--- src/rtl/cbs_pkg.sv ---
package cbs_pkg;
   // Which credit rule applies in a cycle, in priority order
   typedef enum logic [1:0] {
      PH_OFF   = 2'd0,   // priority mode or unshaped queue
      PH_SEND  = 2'd1,   // frame on the wire
      PH_WAIT  = 2'd2,   // frame queued, link held by others
      PH_DRAIN = 2'd3    // nothing queued
   } cbs_phase_e;
endpackage

--- src/rtl/cbs_phase_dec.sv ---
module cbs_phase_dec
   import cbs_pkg::*;
#(
   parameter bit SHAPED = 1'b1
) (
   input  logic       on_i,
   input  logic       pend_i,
   input  logic       tx_i,
   output cbs_phase_e phase_o
);
   generate
      if (SHAPED) begin : g_shaped
         always_comb begin
            if (!on_i)        phase_o = PH_OFF;
            else if (tx_i)    phase_o = PH_SEND;
            else if (pend_i)  phase_o = PH_WAIT;
            else              phase_o = PH_DRAIN;
         end
      end else begin : g_fixed
         logic unused_in;
         assign unused_in = on_i ^ pend_i ^ tx_i;
         assign phase_o   = PH_OFF;
      end
   endgenerate
endmodule

--- src/rtl/cbs_credit_step.sv ---
module cbs_credit_step
   import cbs_pkg::*;
#(
   parameter int PARAM_W = 32
) (
   input  cbs_phase_e                 phase_i,
   input  logic                       tick_i,
   input  logic signed [PARAM_W:0]    cur_i,
   input  logic        [PARAM_W-1:0]  idle_i,
   input  logic        [PARAM_W-1:0]  send_i,
   input  logic        [PARAM_W-1:0]  hi_i,
   input  logic        [PARAM_W-1:0]  lo_i,
   output logic signed [PARAM_W:0]    nxt_o
);
   localparam int CRED_W = PARAM_W + 1;
   localparam int SUM_W  = PARAM_W + 2;

   logic signed [SUM_W-1:0] cur_x, idle_x, send_x, hi_x, floor_x;
   logic signed [SUM_W-1:0] up_x, dn_x, nxt_x;

   assign cur_x   = {cur_i[CRED_W-1], cur_i};
   assign idle_x  = {2'b00, idle_i};
   assign send_x  = {2'b00, send_i};
   assign hi_x    = {2'b00, hi_i};
   assign floor_x = -$signed({2'b00, lo_i});
   assign up_x    = cur_x + idle_x;
   assign dn_x    = cur_x - send_x;

   always_comb begin
      nxt_x = cur_x;
      unique case (phase_i)
         PH_OFF:  nxt_x = '0;
         PH_SEND: if (tick_i) nxt_x = (dn_x < floor_x) ? floor_x : dn_x;
         PH_WAIT: if (tick_i) nxt_x = (up_x > hi_x) ? hi_x : up_x;
         PH_DRAIN: begin
            if (cur_x > 0)
               nxt_x = '0;
            else if (tick_i && cur_x < 0)
               nxt_x = (up_x > 0) ? '0 : up_x;
         end
         default: nxt_x = '0;
      endcase
   end

   // Bounded results always fit in the credit width
   assign nxt_o = nxt_x[CRED_W-1:0];

   logic unused_top;
   assign unused_top = nxt_x[SUM_W-1];
endmodule

--- src/rtl/cbs_gate.sv ---
module cbs_gate #(
   parameter int PARAM_W = 32,
   parameter bit SHAPED  = 1'b1
) (
   input  logic                    on_i,
   input  logic signed [PARAM_W:0] credit_i,
   output logic                    elig_o
);
   generate
      if (SHAPED) begin : g_shaped
         assign elig_o = !on_i || !credit_i[PARAM_W];
      end else begin : g_fixed
         logic unused_in;
         assign unused_in = on_i ^ (^credit_i);
         assign elig_o    = 1'b1;
      end
   endgenerate
endmodule

--- src/rtl/cbs_shaper.sv ---
module cbs_shaper
   import cbs_pkg::*;
#(
   parameter int PARAM_W    = 32,
   parameter int NUM_QUEUES = 8,
   parameter int QUEUE_ID   = 1
) (
   input  logic                       clk,
   input  logic                       rst_n,
   input  logic                       tick,
   input  logic                       shaper_on,
   input  logic                       queue_pending,
   input  logic                       transmitting,
   input  logic        [PARAM_W-1:0]  idle_slope,
   input  logic        [PARAM_W-1:0]  send_slope,
   input  logic        [PARAM_W-1:0]  hi_credit,
   input  logic        [PARAM_W-1:0]  lo_credit,
   output logic signed [PARAM_W:0]    credit,
   output logic                       eligible
);
   localparam int CRED_W = PARAM_W + 1;
   localparam bit SHAPED = (QUEUE_ID != 0);

   generate
      if (PARAM_W < 4 || PARAM_W > 62) begin : g_bad_width
         $error("cbs_shaper: PARAM_W out of range");
      end
      if (QUEUE_ID < 0 || QUEUE_ID >= NUM_QUEUES) begin : g_bad_queue
         $error("cbs_shaper: QUEUE_ID out of range");
      end
   endgenerate

   cbs_phase_e              phase;
   logic signed [CRED_W-1:0] credit_nxt;

   cbs_phase_dec #(.SHAPED(SHAPED)) phase_i (
      .on_i   (shaper_on),
      .pend_i (queue_pending),
      .tx_i   (transmitting),
      .phase_o(phase)
   );

   cbs_credit_step #(.PARAM_W(PARAM_W)) step_i (
      .phase_i(phase),
      .tick_i (tick),
      .cur_i  (credit),
      .idle_i (idle_slope),
      .send_i (send_slope),
      .hi_i   (hi_credit),
      .lo_i   (lo_credit),
      .nxt_o  (credit_nxt)
   );

   always_ff @(posedge clk) begin
      if (!rst_n) credit <= '0;
      else        credit <= credit_nxt;
   end

   cbs_gate #(.PARAM_W(PARAM_W), .SHAPED(SHAPED)) gate_i (
      .on_i    (shaper_on),
      .credit_i(credit),
      .elig_o  (eligible)
   );

   logic signed [CRED_W-1:0] hi_s, floor_s;
   assign hi_s    = $signed({1'b0, hi_credit});
   assign floor_s = -$signed({1'b0, lo_credit});

   AST_WAIT_RISES: assert property (@(posedge clk) disable iff (!rst_n)
      (SHAPED && shaper_on && tick && queue_pending && !transmitting && credit <= hi_s)
      |=> (credit >= $past(credit) && credit <= $past(hi_s)));
   AST_SEND_FALLS: assert property (@(posedge clk) disable iff (!rst_n)
      (SHAPED && shaper_on && tick && transmitting && credit >= floor_s)
      |=> (credit <= $past(credit) && credit >= $past(floor_s)));
   AST_DRAIN_CLEAR: assert property (@(posedge clk) disable iff (!rst_n)
      (shaper_on && !queue_pending && !transmitting && credit > 0) |=> (credit == 0));
   AST_DRAIN_CAP: assert property (@(posedge clk) disable iff (!rst_n)
      (shaper_on && !queue_pending && !transmitting && credit <= 0) |=> (credit <= 0));
   AST_HOLD_NO_TICK: assert property (@(posedge clk) disable iff (!rst_n)
      (shaper_on && !tick && (queue_pending || transmitting)) |=> $stable(credit));
   AST_ELIG_SIGN: assert property (@(posedge clk) disable iff (!rst_n)
      (SHAPED && shaper_on) |-> (eligible == (credit >= 0)));
   AST_OFF_ZERO: assert property (@(posedge clk) disable iff (!rst_n)
      (!shaper_on) |=> (credit == 0));
   AST_FIXED_QUEUE: assert property (@(posedge clk) disable iff (!rst_n)
      (!SHAPED) |-> (eligible && credit == 0));
endmodule

--- config.mk ---
export PLATFORM = sky130hd
export DESIGN_NAME = cbs_shaper
export DESIGN_NICKNAME = d
export VERILOG_FILES = /design/src/rtl/cbs_pkg.sv /design/src/rtl/cbs_phase_dec.sv /design/src/rtl/cbs_credit_step.sv /design/src/rtl/cbs_gate.sv /design/src/rtl/cbs_shaper.sv
export SDC_FILE = /design/constraint.sdc
export NUM_CORES = 1
export LEC_CHECK = 0
export ABC_AREA = 1
export BUFFER_PORTS_ARGS = -buffer_cell sky130_fd_sc_hd__buf_2
export CORE_MARGIN = 10
export CORE_UTILIZATION = 30
export DETAILED_ROUTE_END_ITERATION = 8
export GPL_ROUTABILITY_DRIVEN = 0
export PLACE_DENSITY = 0.59
export SETUP_SLACK_MARGIN = 0.4
export SLEW_MARGIN = 30
export SYNTH_ARGS = -nofsm -noshare
export SYNTH_HDL_FRONTEND = slang
export SYNTH_SLANG_ARGS = --single-unit
--- constraint.sdc ---
create_clock -name clk -period 5.9 [get_ports clk]
set_input_delay 0.885 -clock clk [delete_from_list [all_inputs] [get_ports clk]]
set_output_delay 0.885 -clock clk [all_outputs]
set_load 0.005 [all_outputs]
==> Yosys cells after proc, flatten, opt, wreduce, memory -nomap -nowiden <==
Index checks and enable logic that the tools add are counted.
Widths: inputs -> output; s select.
{ "word_totals": {"ff_bits": 33, "latchBits": 0, "ram_bits": 0, "mem_bits_ro": 0, "in_bits": 134, "output_inout_bits": 34, "word_cells": 32, "mem_count": 0} }
{ "classes": {"add_sub_neg": 3, "multipliers": 0, "div_mod_pow": 0, "magnitude_cmp": 5, "n_eq_ne": 6, "n_shift": 0, "muxes": 11, "bitwise": 0, "n_reduce_logical": 6} }
{ "op_table": {"columns": ["cell", "n"], "rows": [
  ["$mux 33", 7],
  ["$pmux 33 s4", 1],
  ["$add 33x33->34", 1],
  ["$gt 34x1->1 const B", 1],
  ["$gt 34x33->1", 1],
  ["$lt 34x34->1", 1],
  ["$neg 32->34", 1],
  ["$sub 33x33->34", 1],
  ["$gt 33x1->1 const B", 1],
  ["$lt 33x1->1 const B", 1],
  ["$eq 2x2->1 const B", 2],
  ["$mux 2", 2],
  ["$ne 2x2->1 const B", 2],
  ["$ne 3x1->1 const B", 1],
  ["$reduce_and 3->1", 1],
  ["$eq 2x1->1 const B", 1],
  ["$logic_not 1->1", 2],
  ["$logic_not 2->1", 1],
  ["$logic_and 1x1->1", 1],
  ["$logic_or 1x1->1", 1],
  ["$mux 1", 1]
]} }

==> Depth between registers and ports, before layout <==
Gate-level depths: netlist of run 1.
{ "logic_depth": {"depth_word": 6, "depth_mapped": 36, "ltp_nobuf": 35} }

==> Cells and area by module <==
A second synthesis of run 1 with hierarchy kept.
{ "unflattened": {"hier_cells": 2035, "area_unflattened_um2": 10625.2} }
{ "modules_own_cells": {"columns": ["mod", "n_inst", "cells_per_inst", "area_each_um2", "seq_area_each_um2"], "rows": [
  ["cbs_credit_step", 1, 1927, 9619.2, 0.0],
  ["cbs_shaper", 1, 103, 982.2, 660.6],
  ["cbs_phase_dec", 1, 4, 20.0, 0.0],
  ["cbs_gate", 1, 1, 3.8, 0.0]
]} }

==> Worst setup path before layout of run 1 <==
No wires, ideal clock.
{ "synth_timing": {"path_type": "in2reg", "start": "input send_slope[0]", "end": "register credit[3]", "setup_ns": 0.138, "arrival_time_ns": 4.206, "required_time_ns": 5.762, "setup_slack_ns": 1.556, "path_stages": 33, "path_buffers": 2, "cell_sequence": "ha_1 -> inv_1 -> fa_1 -> nand2_1 -> inv_2 -> nand2_1 -> nand2_1 -> nand2_1 -> nand2_1 -> inv_1 -> o21bai_2 -> nand2_1 -> nand2_1 -> nand4_1 -> nand2_1 -> xor2_1 -> inv_1 -> ha_1 -> nand4_1 -> inv_1 -> nand2_1 -> nor4_1 -> nand4_1 -> nand4_1 -> nand2_1 -> inv_1 -> buf_2 -> buf_2 -> nand2_1 -> nand3_1 -> nand3_1 -> nand2_1 -> a21oi_2"} }
{ "synth_via": {"elab_chain_len": 5} }
{ "synth_rtl": {"columns": ["item", "line_no", "rtl"], "rows": [
  ["start: declaration", "cbs_shaper.sv:15", "input logic [PARAM_W-1:0] send_slope,"],
  ["$sub 33x33->34 (*)", "cbs_credit_step.sv:27", "assign dn_x = cur_x - send_x;"],
  ["$lt 34x34->1", "cbs_credit_step.sv:33", "PH_SEND: if (tick_i) nxt_x = (dn_x < floor_x) ? floor_x : dn_x;"],
  ["$mux 33 (*) (2 in series)", "cbs_credit_step.sv:33", null],
  ["$pmux 33 s4 (*)", "cbs_credit_step.sv:31", "unique case (phase_i)"],
  ["end signal: assignment", "cbs_shaper.sv:56", "else credit <= credit_nxt;"],
  ["end: declaration", "cbs_shaper.sv:18", "output logic signed [PARAM_W:0] credit,"]
]} }
Mark *: on every way between the ends. The rest lies on a longest branch, timed or not. The select of a mux whose other input is x is not followed.
A chain may end at the register's enable or synchronous reset.

==> Final worst setup path of run 1 <==
{ "layout_timing": {"start": "input send_slope[0]", "end": "register credit[1]"} }
Same word-level chain as after synthesis.

==> impl_metrics.json, run 1 <==
{
  "cts_setup_buffers": 0,
  "ys_top_cells_by_count": "603 x nand2_1, 363 x inv_1, 190 x nand3_1, 135 x nor2_1, 130 x ha_1",
  "crit_buf_inv": 7,
  "vias": 12250,
  "areaGrowthSynthToFinish_pct": 15.20,
  "hold_violations": 0,
  "cp_data_required_time_ns": 6.04,
  "ys.flop_type": "dfxtp_1",
  "r2r-end": "credit[1]",
  "root_buffer": "clkbuf_16",
  "cts_buffers": 5,
  "r2r_slack_ns": 1.00,
  "track_usage": 0.1882,
  "reg_top3": "credit: 33 flops",
  "grt_pass1_vias": 11730,
  "endpoint_kind": "flip-flop",
  "clock_sinks": 33,
  "clk_transition_reported_paths_ns": 0.06,
  "finalSetupViolCount": 0,
  "avgSynthCellArea_um2": 5.371,
  "period_needed_ns": 5.111,
  "largest_register_ff_count": 33,
  "slew_violations": 0,
  "ys_warn_count": 0,
  "whs_ns": 0.5385,
  "ant_nets": 0,
  "diodes": 0,
  "synth.area.top_cells": "nand2_1 23%, ha_1 16%, inv_1 14%",
  "die_w_um": 203.0,
  "clk_latency_ns": 0.29,
  "crit_family": "simple AND/OR/NAND/NOR gates",
  "status": "finished clean",
  "yosysUniqueCellTypes": 49,
  "vias_per_cell": 4.977,
  "power_density_nw_per_um2": 209.4,
  "drive_above_1_share": 0.1257,
  "yosysTopAreaCell": "nand2_1",
  "nNetsFinal": 2285,
  "port_buffers": 167,
  "critPathLaunchType": "input port",
  "setup_ws_ns": 0.7888,
  "drc_errors": 0,
  "worst_slew_pin_slew_ns": 0.9453,
  "regMostFlops": "credit",
  "grt_setup_unrepaired": "no",
  "critPathMaxStageDelay_ns": 0.38,
  "startpoint": "send_slope[0]",
  "slew_headroom": 0.3640,
  "crit_slowest_cell": "o21ai_0",
  "synth_seq_cells": 33,
  "grt_remaining_overflow": 0,
  "max_cap_viol_count": 0,
  "wl_um": 40930,
  "die-area_um2": 41200,
  "cts_tree": "yes",
  "r2r-start": "credit[0]",
  "vdd_ir_drop_max_uv": 167.4,
  "p_leak_nw": 6.731,
  "post-place-ws_ns": 0.05007,
  "synth-edff-count": 0,
  "wire_per_inst_um": 16.63,
  "clock_skew_ns": 0.005410,
  "antenna_found_initial": 0,
  "cts_buffer_depth": 2,
  "timing.fmax_mhz": 195.7,
  "cts_max_level": 2,
  "dpl.hpwl_um": 35160,
  "start_util": 0.3064,
  "grt_pass1_wl_um": 62530,
  "core_area_um2": 32780,
  "setup_tns_ns": 0,
  "grt_start_max_net_pins": 38,
  "cp.arrival_ns": 5.25,
  "syn_nets": 2136,
  "die_y_um": 203.0,
  "worstHoldPathType": "flip-flop to flip-flop",
  "min_path_cells": 2,
  "yosysTopAreaCellShare": 0.2254,
  "synthArstFlopShare": 0,
  "path_max_fanout": 37,
  "drt_first_pass_iters": 6,
  "synth_area_um2": 10040,
  "synthCells": 1870,
  "path_common_cell": "nand2_1",
  "worstSetupPathType": "input port to flip-flop",
  "fin_crit_sh": 0.8663,
  "ios": 168,
  "rr_worst_depth": 31,
  "drt_iter0_drc": 980,
  "rows": 66,
  "crit_end": "credit[1]",
  "cp.depth": 31,
  "yosysSeqAreaShare": 0.06578,
  "yosysMostFrequentCell": "nand2_1",
  "total_power_w": 0.002423
}
-- per-stage QoR --
| stage | area (um2) | utilization | std cells |
|---|---|---|---|
| finish | 11570 | 0.3529 | 2462 |
| global route | 11570 | 0.3529 | 2462 |
| CTS | 11530 | 0.3518 | 2462 |
| detailed placement | 11340 | 0.3459 | 2454 |
| global placement | 11340 | 0.3459 | 2454 |
| floorplan | 10040 | - | 1870 |
-- layer usage --
metal  GRT usage  up-vias  wire [um]
met4     0.06155        0       1180
met1      0.2422     5490      18090
met5           0        -          0
met3     0.02500       61       3103
met2      0.3169      483      18560
li1            -     6219          -
-- how the worst min path moves through the flow --
| stage | start | to | slack (ns) |
|---|---|---|---|
| after floorplan | credit[0] | credit[0] | 0.50 |
| after global placement | credit[0] | credit[0] | 0.52 |
| after detailed placement | credit[0] | credit[0] | 0.52 |
| after CTS | credit[0] | credit[0] | 0.53 |
| after global routing | credit[0] | credit[0] | 0.57 |
| final | credit[0] | credit[0] | 0.54 |
-- worst reg2reg max path: cells and delay by family (launching register included) --
family                     cells  cell delay, ns
adders and majority gates      3            0.65
buffers and inverters          7            0.70
xor gates and xnor gates       1            0.22
DFF                            1            0.41
AOI/OAI and AO/OA              3            0.71
and+or+nand+nor               17            2.06
-- cells by family after synthesis --
kind of cell             Yosys count  synth area share
flip-flops                        33           0.06578
AND/OR/NAND/NOR                 1058            0.4568
adder cells (fa/ha/maj)          132            0.1659
XOR/XNOR                          58           0.05133
AO/OA/AOI/OAI                    188            0.1039
buffers and inverters            401            0.1562
-- report_power, final --
group / leakage (nW) / internal, W / total (W) / switching [W]
Clock: 0.0938 / 0.000241 / 0.000351 / 0.000109
Combinational: 6.37 / 0.000597 / 0.00176 / 0.00116
Sequential: 0.270 / 0.000250 / 0.000315 / 0.0000652
-- placed cells by master (no fill, tap or decap), types with 2 or more instances in the layout --
cell	netlist	layout
o21ai_0	45	45
ha_1	130	130
nand4_1	27	27
xor2_1	45	45
xnor2_1	12	12
a31oi_1	5	5
nor4_1	17	14
o221a_2	2	2
clkbuf_16	0	5
a21oi_1	107	106
buf_4	5	6
o21bai_1	7	7
fa_1	2	2
nor4_2	1	3
a21oi_2	6	7
buf_12	0	2
nand2_2	16	16
a21o_1	5	5
bufinv_16	0	2
nand3_1	190	190
nor2_2	13	15
buf_2	12	167
inv_1	363	361
nor3_1	25	25
dfxtp_1	33	33
nand3_2	11	11
inv_2	3	5
nor3_2	3	3
o21a_1	3	3
nand3b_1	5	5
nor2_1	135	133
nand2_1	603	603
and2_1	6	6
-- what timing repair did --
| item | in CTS | in global routing |
|---|---|---|
| endpoints found under the setup margin | 24 | 33 |
| gates resized for setup | 1 | 6 |
| hold buffers | 0 | 0 |
-- final cells by class --
type / count / area (um2)
Clock buffer: 5 / 125.1
Sequential cell: 33 / 660.6
Clock inverter: 3 / 65.06
Fill cell: 3743 / 21210
Inverter: 367 / 1378
Multi-Input combinational cell: 1436 / 7856
Timing Repair Buffer: 176 / 932.1
Tap cell: 442 / 553.0
Power figures use the tool's default switching activity.
==> inputs of run 2 (changes only) <==
Clock period 5.9 ns to 5.65 ns, I/O delays scaled along.
==> run 2 against run 1 <==
Compared with the run above: die area unchanged; sequential share of layout area about the same; combinational power up 3%; critical path depth down 2; power down 0.51%; via count down 0.21%; global-route usage down 0.29 points; hold slack better by 0.010 ns; clock power down 23%; register-to-register slack better by 0.06 ns; count of clock-buffer cells in the layout up 1; critical path type unchanged; critical endpoint is now credit[3]; largest cell class unchanged.
==> impl_metrics.json, run 2 (synthesis gave the netlist of run 1 again) <==
{
  "grt_pass1_wl_um": 61680,
  "crit_slowest_cell": "fa_1",
  "crit_family": "simple AND/OR/NAND/NOR gates",
  "vias": 12230,
  "power_density_nw_per_um2": 208.5,
  "drc_errors": 0,
  "p_leak_nw": 6.745,
  "num-fill-cells": 3761,
  "drive_above_1_share": 0.1291,
  "vias_per_cell": 4.946,
  "vdd_ir_drop_max_uv": 133.4,
  "clk_transition_reported_paths_ns": 0.06,
  "dpl.hpwl_um": 34600,
  "worstHoldPathType": "flip-flop to flip-flop",
  "drt_iter0_drc": 993,
  "layout_common_cells": "603 x nand2_1, 361 x inv_1, 190 x nand3_1",
  "cp_data_required_time_ns": 5.87,
  "cts_tree": "yes",
  "track_usage": 0.1854,
  "max_cap_viol_count": 0,
  "pwr-share-seq": 0.131,
  "critPathMaxStageDelay_ns": 0.49,
  "port_buffers": 167,
  "areaGrowthSynthToFinish_pct": 15.10,
  "period_needed_ns": 4.839,
  "place_inst": 2464,
  "final_common_cell": "nand2_1",
  "die-area_um2": 41200,
  "reg_top3": "credit: 33 flops",
  "clk_latency_ns": 0.29,
  "diodes": 0,
  "largest_register_ff_count": 33,
  "status": "finished clean",
  "grt_pass1_vias": 11600,
  "cts_buffers": 5,
  "p_sw_frac": 0.5682,
  "drt_first_pass_iters": 6,
  "grt_start_max_net_pins": 35,
  "die_w_um": 203.0,
  "cts_hold_buf": 0,
  "fin_crit_sh": 0.8564,
  "finalSetupViolCount": 0,
  "clock_sinks": 33,
  "grt_remaining_overflow": 0,
  "ios": 168,
  "cts_setup_buffers": 0,
  "start_util": 0.3064,
  "cts_buffer_depth": 2,
  "worstSetupPathType": "input port to flip-flop",
  "regMostFlops": "credit",
  "nNetsFinal": 2295,
  "rows": 66,
  "cts_resized": 0,
  "slew_violations": 0,
  "timing.fmax_mhz": 206.7,
  "core_area_um2": 32780,
  "grt_setup_unrepaired": "no",
  "clkPwrFrac": 0.113,
  "internal_power_w": 0.001041,
  "crit_buf_inv": 2,
  "cts_max_level": 2,
  "setup_tns_ns": 0,
  "worst_slew_pin_slew_ns": 0.8226,
  "wl_um": 39900,
  "critPathLaunchType": "input port",
  "multi_input_area_um2": 7839,
  "die_y_um": 203.0,
  "clock_skew_ns": 0.005546,
  "path_common_cell": "nand2_1",
  "ant_nets": 0,
  "path_max_fanout": 22,
  "hold_violations": 0,
  "final_cells": 2472,
  "slew_headroom": 0.4465,
  "antenna_found_initial": 1,
  "p_comb_frac": 0.756,
  "root_buffer": "clkbuf_16",
  "seq_area_um2": 660.6,
  "cp.arrival_ns": 5.06,
  "switchingPower_w": 0.001370,
  "wire_per_inst_um": 16.14,
  "endpoint_kind": "flip-flop"
}
[run 2: worst paths after layout]
check                                   start        end  slack [ns]  cells past startpoint
worst max-delay path            idle_slope[0]  credit[3]        0.81                     29
worst min-delay path                credit[0]  credit[0]        0.55                      2
worst max register to register      credit[0]  credit[9]        1.06                     34
worst min register to register      credit[0]  credit[0]        0.55                      2
[run 2: worst register-to-register path: cells and delay by family, from the launching register on]
kind	cells	cell delay [ns]
AO/OA/AOI/OAI	2	0.27
adder cells (fa/ha/maj)	3	0.62
AND/OR/NAND/NOR	22	2.44
buffers and inverters	7	0.71
flip-flops	1	0.42
[run 2: per-layer routing]
| metal | wire length, um | vias to the layer above | global-route usage |
|---|---|---|---|
| met5 | 13 | - | 0 |
| met4 | 864 | 2 | 0.04503 |
| met2 | 18210 | 487 | 0.3167 |
| met1 | 17840 | 5445 | 0.2433 |
| met3 | 2973 | 53 | 0.01942 |
| li1 | - | 6240 | - |
[run 2: power by group through the flow]
stage                     Combinational, W  Clock (W)  Sequential (W)
after floorplan                    0.00129          0        0.000300
after global placement             0.00175          0        0.000318
after detailed placement           0.00178          0        0.000319
after CTS                          0.00179   0.000275        0.000313
after global routing               0.00206   0.000282        0.000318
final                              0.00182   0.000272        0.000315
[run 2: final cells by class]
type / count / share of cell area
Timing Repair Buffer: 186 / 0.08529
Tap cell: 442 / 0.04784
Clock inverter: 2 / 0.0008659
Inverter: 367 / 0.1196
Clock buffer: 6 / 0.01115
Sequential cell: 33 / 0.05715
Multi-Input combinational cell: 1436 / 0.6781
[run 2: stage by stage]
step	instance area, um2	utilization	setup slack (ns)	hold WS (ns)	power, W
floorplan	10040	-	1.344	0.5027	0.001587
global placement	11390	0.3474	0.3478	0.5367	0.002073
detailed placement	11390	0.3474	0.3406	0.5453	0.002096
CTS	11530	0.3516	0.6235	0.5489	0.002375
global route	11560	0.3526	0.3816	0.5939	0.002664
finish	11560	0.3526	0.8111	0.5485	0.002411
